$ cat src/rtl/hsp_pkg.sv
package hsp_pkg;
  typedef enum logic [2:0] {ST_IDLE, ST_LEAD, ST_SHIFT, ST_LAG, ST_RECOV} hspState_t;

  typedef struct packed {
    logic load;        // capture transmit byte, lead time begins
    logic kindStatus;  // kind of the transfer being loaded
    logic sample;      // SCK rising: take SIN
    logic shift;       // SCK falling: advance registers
    logic done;        // final falling edge: eighth bit complete
  } hspStrobes_t;
endpackage

$ cat src/rtl/hsp_ctrl.sv
module hsp_ctrl
  import hsp_pkg::*;
#(
  parameter int DIV_W     = 4,
  parameter int STAT_LEAD = 1,
  parameter int DATA_LEAD = 2,
  parameter int LAG       = 1,
  parameter int RECOVER   = 3
) (
  input  logic             clk,
  input  logic             rstN,
  input  logic [DIV_W-1:0] divSel,
  input  logic             statReq,
  input  logic             rdyReq,
  output hspStrobes_t      strb,
  output logic             sckOut,
  output logic             xferActive
);
  localparam int LEAD_MAX = (DATA_LEAD > STAT_LEAD) ? DATA_LEAD : STAT_LEAD;
  localparam int GAP_MAX  = (LAG > RECOVER) ? LAG : RECOVER;
  localparam int T_MAX    = (LEAD_MAX > GAP_MAX) ? LEAD_MAX : GAP_MAX;
  localparam int CNT_W    = $clog2(T_MAX + 1);

  hspState_t        state;
  logic [DIV_W-1:0] divCnt;
  logic [CNT_W-1:0] tickCnt;
  logic [2:0]       bitCnt;
  logic             statPrev, rdyPrev, statPend, rdyPend;
  logic             tick, takeStat, takeRdy;

  assign tick       = (divCnt == divSel);
  assign takeStat   = (state == ST_IDLE) && statPend;
  assign takeRdy    = (state == ST_IDLE) && !statPend && rdyPend;
  assign xferActive = (state == ST_LEAD) || (state == ST_SHIFT) || (state == ST_LAG);

  always_comb begin
    strb            = '0;
    strb.load       = takeStat || takeRdy;
    strb.kindStatus = takeStat;
    strb.sample     = (state == ST_SHIFT) && tick && !sckOut;
    strb.shift      = (state == ST_SHIFT) && tick && sckOut;
    strb.done       = strb.shift && (bitCnt == 3'd7);
  end

  always_ff @(posedge clk) begin
    if (!rstN) begin
      state    <= ST_IDLE;
      divCnt   <= '0;
      tickCnt  <= '0;
      bitCnt   <= '0;
      sckOut   <= 1'b0;
      statPrev <= 1'b0;
      rdyPrev  <= 1'b0;
      statPend <= 1'b0;
      rdyPend  <= 1'b0;
    end else begin
      statPrev <= statReq;
      rdyPrev  <= rdyReq;
      statPend <= (statPend && !takeStat) || (statReq && !statPrev);
      rdyPend  <= (rdyPend && !takeRdy) || (rdyReq && !rdyPrev);
      if (state == ST_IDLE) divCnt <= '0;
      else                  divCnt <= tick ? '0 : divCnt + 1'b1;
      case (state)
        ST_IDLE: begin
          sckOut <= 1'b0;
          if (takeStat || takeRdy) begin
            state   <= ST_LEAD;
            tickCnt <= takeStat ? CNT_W'(STAT_LEAD - 1) : CNT_W'(DATA_LEAD - 1);
          end
        end
        ST_LEAD: if (tick) begin
          if (tickCnt == '0) begin
            state  <= ST_SHIFT;
            bitCnt <= '0;
          end else tickCnt <= tickCnt - 1'b1;
        end
        ST_SHIFT: if (tick) begin
          sckOut <= !sckOut;
          if (sckOut) begin
            if (bitCnt == 3'd7) begin
              state   <= ST_LAG;
              tickCnt <= CNT_W'(LAG - 1);
            end else bitCnt <= bitCnt + 1'b1;
          end
        end
        ST_LAG: if (tick) begin
          if (tickCnt == '0) begin
            state   <= ST_RECOV;
            tickCnt <= CNT_W'(RECOVER - 1);
          end else tickCnt <= tickCnt - 1'b1;
        end
        ST_RECOV: if (tick) begin
          if (tickCnt == '0) state <= ST_IDLE;
          else tickCnt <= tickCnt - 1'b1;
        end
        default: state <= ST_IDLE;
      endcase
    end
  end

  AST_SCK_ON_TICK: assert property (@(posedge clk) disable iff (!rstN)
    !tick |=> $stable(sckOut));
  AST_SCK_LOW_IDLE: assert property (@(posedge clk) disable iff (!rstN)
    !xferActive |-> !sckOut);
  AST_RECOV_HOLD: assert property (@(posedge clk) disable iff (!rstN)
    (state == ST_RECOV) |=> (state == ST_RECOV || state == ST_IDLE));
  AST_LOAD_WHEN_FREE: assert property (@(posedge clk) disable iff (!rstN)
    strb.load |-> !xferActive);
endmodule

$ cat src/rtl/hsp_datapath.sv
module hsp_datapath
  import hsp_pkg::*;
(
  input  logic        clk,
  input  logic        rstN,
  input  hspStrobes_t strb,
  input  logic [7:0]  txStatus,
  input  logic [7:0]  txData,
  input  logic        sin,
  output logic        soutBit,
  output logic [7:0]  rxByte,
  output logic        rxValid,
  output logic        rxIsStatus
);
  logic [7:0] txShift;
  logic [7:0] rxShift;
  logic       sinHold;
  logic       kindReg;

  assign soutBit = txShift[7];

  always_ff @(posedge clk) begin
    if (!rstN) begin
      txShift    <= '0;
      rxShift    <= '0;
      sinHold    <= 1'b0;
      kindReg    <= 1'b0;
      rxByte     <= '0;
      rxValid    <= 1'b0;
      rxIsStatus <= 1'b0;
    end else begin
      rxValid <= strb.done;
      if (strb.load) begin
        txShift <= strb.kindStatus ? txStatus : txData;
        kindReg <= strb.kindStatus;
      end else if (strb.shift) begin
        txShift <= {txShift[6:0], 1'b0};
      end
      if (strb.sample) sinHold <= sin;
      if (strb.shift)  rxShift <= {rxShift[6:0], sinHold};
      if (strb.done) begin
        rxByte     <= {rxShift[6:0], sinHold};
        rxIsStatus <= kindReg;
      end
    end
  end

  AST_DONE_ONE_CYCLE: assert property (@(posedge clk) disable iff (!rstN)
    rxValid |=> !rxValid);
  AST_TX_HOLD: assert property (@(posedge clk) disable iff (!rstN)
    (!strb.load && !strb.shift) |=> $stable(txShift));
endmodule

$ cat src/rtl/host_serial_port.sv
module host_serial_port
  import hsp_pkg::*;
#(
  parameter int DIV_W     = 4,
  parameter int STAT_LEAD = 1,
  parameter int DATA_LEAD = 2,
  parameter int LAG       = 1,
  parameter int RECOVER   = 3
) (
  input  logic             clk,
  input  logic             rstN,
  input  logic [DIV_W-1:0] divSel,
  input  logic             statReq,
  input  logic             rdyReq,
  input  logic             sin,
  input  logic [7:0]       txStatus,
  input  logic [7:0]       txData,
  output logic             sckOut,
  output logic             sckEn,
  output logic             soutOut,
  output logic             soutEn,
  output logic             xferActive,
  output logic [7:0]       rxByte,
  output logic             rxValid,
  output logic             rxIsStatus
);
  hspStrobes_t strb;
  logic        soutBit;

  hsp_ctrl #(
    .DIV_W(DIV_W), .STAT_LEAD(STAT_LEAD), .DATA_LEAD(DATA_LEAD),
    .LAG(LAG), .RECOVER(RECOVER)
  ) ctrl (
    .clk(clk), .rstN(rstN), .divSel(divSel), .statReq(statReq), .rdyReq(rdyReq),
    .strb(strb), .sckOut(sckOut), .xferActive(xferActive)
  );

  hsp_datapath dp (
    .clk(clk), .rstN(rstN), .strb(strb), .txStatus(txStatus), .txData(txData),
    .sin(sin), .soutBit(soutBit), .rxByte(rxByte), .rxValid(rxValid),
    .rxIsStatus(rxIsStatus)
  );

  assign sckEn   = xferActive;
  assign soutEn  = xferActive;
  assign soutOut = soutBit;
endmodule

$ cat config.mk
export PLATFORM = sky130hd
export DESIGN_NAME = host_serial_port
export DESIGN_NICKNAME = d
export VERILOG_FILES = /design/src/rtl/hsp_pkg.sv /design/src/rtl/hsp_ctrl.sv /design/src/rtl/hsp_datapath.sv /design/src/rtl/host_serial_port.sv
export SDC_FILE = /design/constraint.sdc
export NUM_CORES = 1
export LEC_CHECK = 0
export ABC_AREA = 1
export CORE_MARGIN = 2
export CORE_UTILIZATION = 40
export CTS_CLUSTER_DIAMETER = 200
export CTS_CLUSTER_SIZE = 8
export DETAILED_ROUTE_END_ITERATION = 10
export GPL_ROUTABILITY_DRIVEN = 0
export PLACE_DENSITY_LB_ADDON = 0.1
export SLEW_MARGIN = 20
export SYNTH_ARGS = -nofsm -noshare
export SYNTH_HDL_FRONTEND = slang
export SYNTH_SLANG_ARGS = --single-unit
$ cat constraint.sdc
create_clock -name clk -period 3.2 [get_ports clk]
set_input_delay 0.64 -clock clk [delete_from_list [all_inputs] [get_ports clk]]
set_output_delay 0.64 -clock clk [all_outputs]
set_load 0.02 [all_outputs]
==> summary.txt <==
Timing
  • Upper clock frequency limit: between 400 and 500 MHz
  • Setup repair after global routing missed its margin: no
  • Shortest clock period the worst path allows after layout: 2.30 ns
  • Final Hold Fails: 0
  • Layout Skew: about 0.0057 ns
  • Headroom to the max-slew limit: a little over two thirds
  • Setup Viol. Count Final: 0
  • Max-slew violation count: 0
  • Slew of the pin with the lowest slew margin: 0.440 ns
  • Final total negative setup slack: 0 ns
  • Share of the clock period used by the worst path after layout: a little under three quarters

Clocking
  • Clock buffer depth: 2
  • Clock slew seen by the registers of the worst setup and hold paths: ~0.080 ns
  • CTS tree: yes
  • Htree depth: 2
  • Total number of clock tree sinks: 44
  • Setup fix buffers added after clock tree synthesis: 0
  • Total of hold buffers inserted after clock tree synthesis: 0
  • Clock network latency to the later pin of the worst-skew pair: between 0.2 and 0.3 ns
  • Post-cts resize count: 0
  • Library cell used as clock root buffer: sky130_fd_sc_hd__clkbuf_8
  • Number of CTS-inserted buffers: 5

Synthesis
  • Post-synthesis instance area: roughly 0.0022 mm^2
  • Top post-synthesis cells by count: sky130_fd_sc_hd__nand2_1, sky130_fd_sc_hd__dfxtp_1, sky130_fd_sc_hd__nor2_1, sky130_fd_sc_hd__inv_1
  • Fraction of the yosys area taken by sequential cells: just over 40%
  • Total of flip-flops plus latches after synthesis: 44
  • Leading area contributor after synthesis: sky130_fd_sc_hd__dfxtp_1
  • Synth cell types: 32
  • Post-synth net total: roughly 340
  • Syn. warnings: 0
  • Biggest area contributors in the synthesized netlist: sky130_fd_sc_hd__dfxtp_1, sky130_fd_sc_hd__nand2_1, sky130_fd_sc_hd__nor2_1
  • Cells after synthesis: approximately 310
  • Most frequent cell after synthesis: sky130_fd_sc_hd__nand2_1
  • Portion of synthesized cell area occupied by the leading cell type: between 40% and 50%
  • Primary flip-flop cell chosen by synthesis mapping: sky130_fd_sc_hd__dfxtp_1
  • Post-synthesis average cell area: 6.95 um^2
  • Count of flip-flops with a built-in enable after synthesis: 0
  • FFs w/ async S/R, synth: 0%

Drt
  • Iteration-0 DRC count of the detailed router: between 80 and 90
  • Vias per cell: 4.71
  • Highest routed metal layer: met4
  • Detailed route wirelength on metal3: around 170 um
  • Final routed DRC violation total: 0
  • Total number of vias: around 2000
  • Wire length on met1: between 2000 and 2500 um
  • Total wire length after detailed routing: ~4700 um
  • Routed length per placed instance: 11.0 um
  • Detail Route met2 WL: 2090 um
  • Post-DRT Antenna Nets: 0
  • TritonRoute pass-1 iters: 4

Global route
  • Remaining global-route overflow: 0
  • Number of global-route vias before repair: approximately 1900
  • Overall global routing resource usage: 17.0%
  • Antenna violations before repair: 0
  • Wire length of the first global-routing pass: 8350 um
  • Pin count of the biggest net entering global routing: 16

Placed design
  • Detailed placement HPWL: roughly 3400 um
  • Number of I/O port buffers: 39

Cells and area
  • Post-layout nets: just under 400
  • Syn-to-layout area delta: 25.4%
  • Share of post-route cells with drive strength above 1: a little over a tenth
  • Number of fillers in the final layout: 530
  • Antenna diode count: 0
  • Register area: around 880 um^2
  • Area taken by multi-input logic gates: around 0.0011 mm^2
  • Share of the core filled with cells: 52.9%

Power and ir drop
  • Max IR drop VDD: about 0.3 mV
  • Lkg Pwr: 1.18 nW
  • Cell Pwr Density: between 600 and 700 mW/mm^2

Floorplan
  • Width of the chip: 77.9 um
  • Placeable core region: between 0.005 and 0.006 mm^2
  • Total die area: roughly 0.0061 mm^2
  • Die extent in y: between 70 and 80 um
  • Initial Util: a little over two fifths
  • Num rows: 26
  • Num ports: 40

Setup path
  • Critical-path maximum fanout: 7
  • Most prevalent standard cell on the critical path: sky130_fd_sc_hd__nor2_1
  • Arrival time of data at the critical path endpoint: about 1.7 ns
  • Endpoint required time on the critical path: approximately 2.6 ns
  • Setup crit end kind: output port
  • Worst R2R Setup Slack: approximately 1.5 ns
  • Cell-by-cell listing of the critical path: nor2_1 -> nor2_1 -> clkdlybuf4s50_1
  • Delay of the slowest cell on the worst path: roughly 0.63 ns
  • Cell with the biggest individual delay on the critical path: sky130_fd_sc_hd__clkdlybuf4s50_1
  • Crit path kind: flip-flop to output port
  • Category of the worst setup path launch point: flip-flop

Run
  • Max capacitance violation total: 0

Worst hold path
  • Type of the tightest min-delay check: flip-flop to flip-flop

Run status
  • Status: complete, no violations
## placed cells by master, fill, tap and decap left out, types with 2 or more instances in the layout
cell type,n
sky130_fd_sc_hd__a21oi_1,21
sky130_fd_sc_hd__buf_4,2
sky130_fd_sc_hd__clkbuf_8,5
sky130_fd_sc_hd__clkdlybuf4s50_1,39
sky130_fd_sc_hd__dfxtp_1,44
sky130_fd_sc_hd__ha_1,5
sky130_fd_sc_hd__inv_1,34
sky130_fd_sc_hd__inv_2,8
sky130_fd_sc_hd__nand2_1,69
sky130_fd_sc_hd__nand2_2,5
sky130_fd_sc_hd__nand3_1,17
sky130_fd_sc_hd__nand4_1,3
sky130_fd_sc_hd__nor2_1,42
sky130_fd_sc_hd__nor2_2,5
sky130_fd_sc_hd__nor2_4,4
sky130_fd_sc_hd__o21ai_0,21
sky130_fd_sc_hd__o21ai_1,14
sky130_fd_sc_hd__o21ai_2,2
## final cells by class
| class | instances | area share [%] |
|---|---|---|
| sequential | 44 | 32.2 |
| tap | 70 | 3.20 |
| inverter | 44 | 6.12 |
| multi-input combinational | 219 | 39.8 |
| timing repair buffer | 41 | 14.8 |
| clock buffer | 6 | 2.65 |
| clock inverter | 2 | 1.28 |
## routing by layer
| metal | up-vias | global-route usage, % |
|---|---|---|
| met5 | - | 0 |
| li1 | 1083 | - |
| met3 | 4 | 5.00 |
| met2 | 32 | 27.4 |
| met1 | 889 | 22.3 |
| met4 | 0 | 4.29 |
## critical path: cells and delay by family (launching register included)
kind                   cells  cell delay, ns
buffers and inverters      1            0.63
DFF                        1            0.47
and+or+nand+nor            2            0.27
## cell families after synthesis
kind of cell | Yosys count | share of synthesized area [%]
simple gates | 148 | 30.0
buf+inv | 51 | 9.80
compound gates | 64 | 16.2
fa+ha+maj | 5 | 2.87
flops | 44 | 40.3
xor+xnor | 2 | 0.802
## sequential cells by signal, summed over array words and instances, names as in the netlist
name           count
ctrl.state         3
ctrl.statPrev      1
dp.rxByte          8
ctrl.statPend      1
dp.kindReg         1
ctrl.tickCnt       2
ctrl.rdyPrev       1
ctrl.sckOut        1
dp.rxShift         7
dp.sinHold         1
ctrl.bitCnt        3
dp.rxIsStatus      1
dp.rxValid         1
dp.txShift         8
ctrl.divCnt        4
ctrl.rdyPend       1
## through the flow
stage	std cells	hold WS, ns	power (W)	worst slack (ns)	instance area [um^2]
after detailed placement	418	0.416	0.00141	0.733	2630
after floorplan	314	0.401	0.00124	1.49	2180
final	426	0.423	0.00182	0.899	2740
after global routing	426	0.450	0.00197	0.785	2740
after CTS	426	0.427	0.00184	0.864	2740
after global placement	418	0.407	0.00141	0.782	2630
## where the power goes
group          switching, W  total (W)  internal, W
Sequential        0.0000521   0.000664     0.000612
Clock              0.000183   0.000414     0.000232
Combinational      0.000461   0.000737     0.000276
## worst paths after layout
kind	startpoint	to	depth (start not counted)
setup / recovery	ctrl.state[0]	xferActive	3
hold / removal	ctrl.statPrev	ctrl.statPend	1
setup reg to reg	ctrl.divCnt[0]	dp.txShift[7]	11
hold reg to reg	ctrl.statPrev	ctrl.statPend	1
Power figures use the tool's default switching activity.
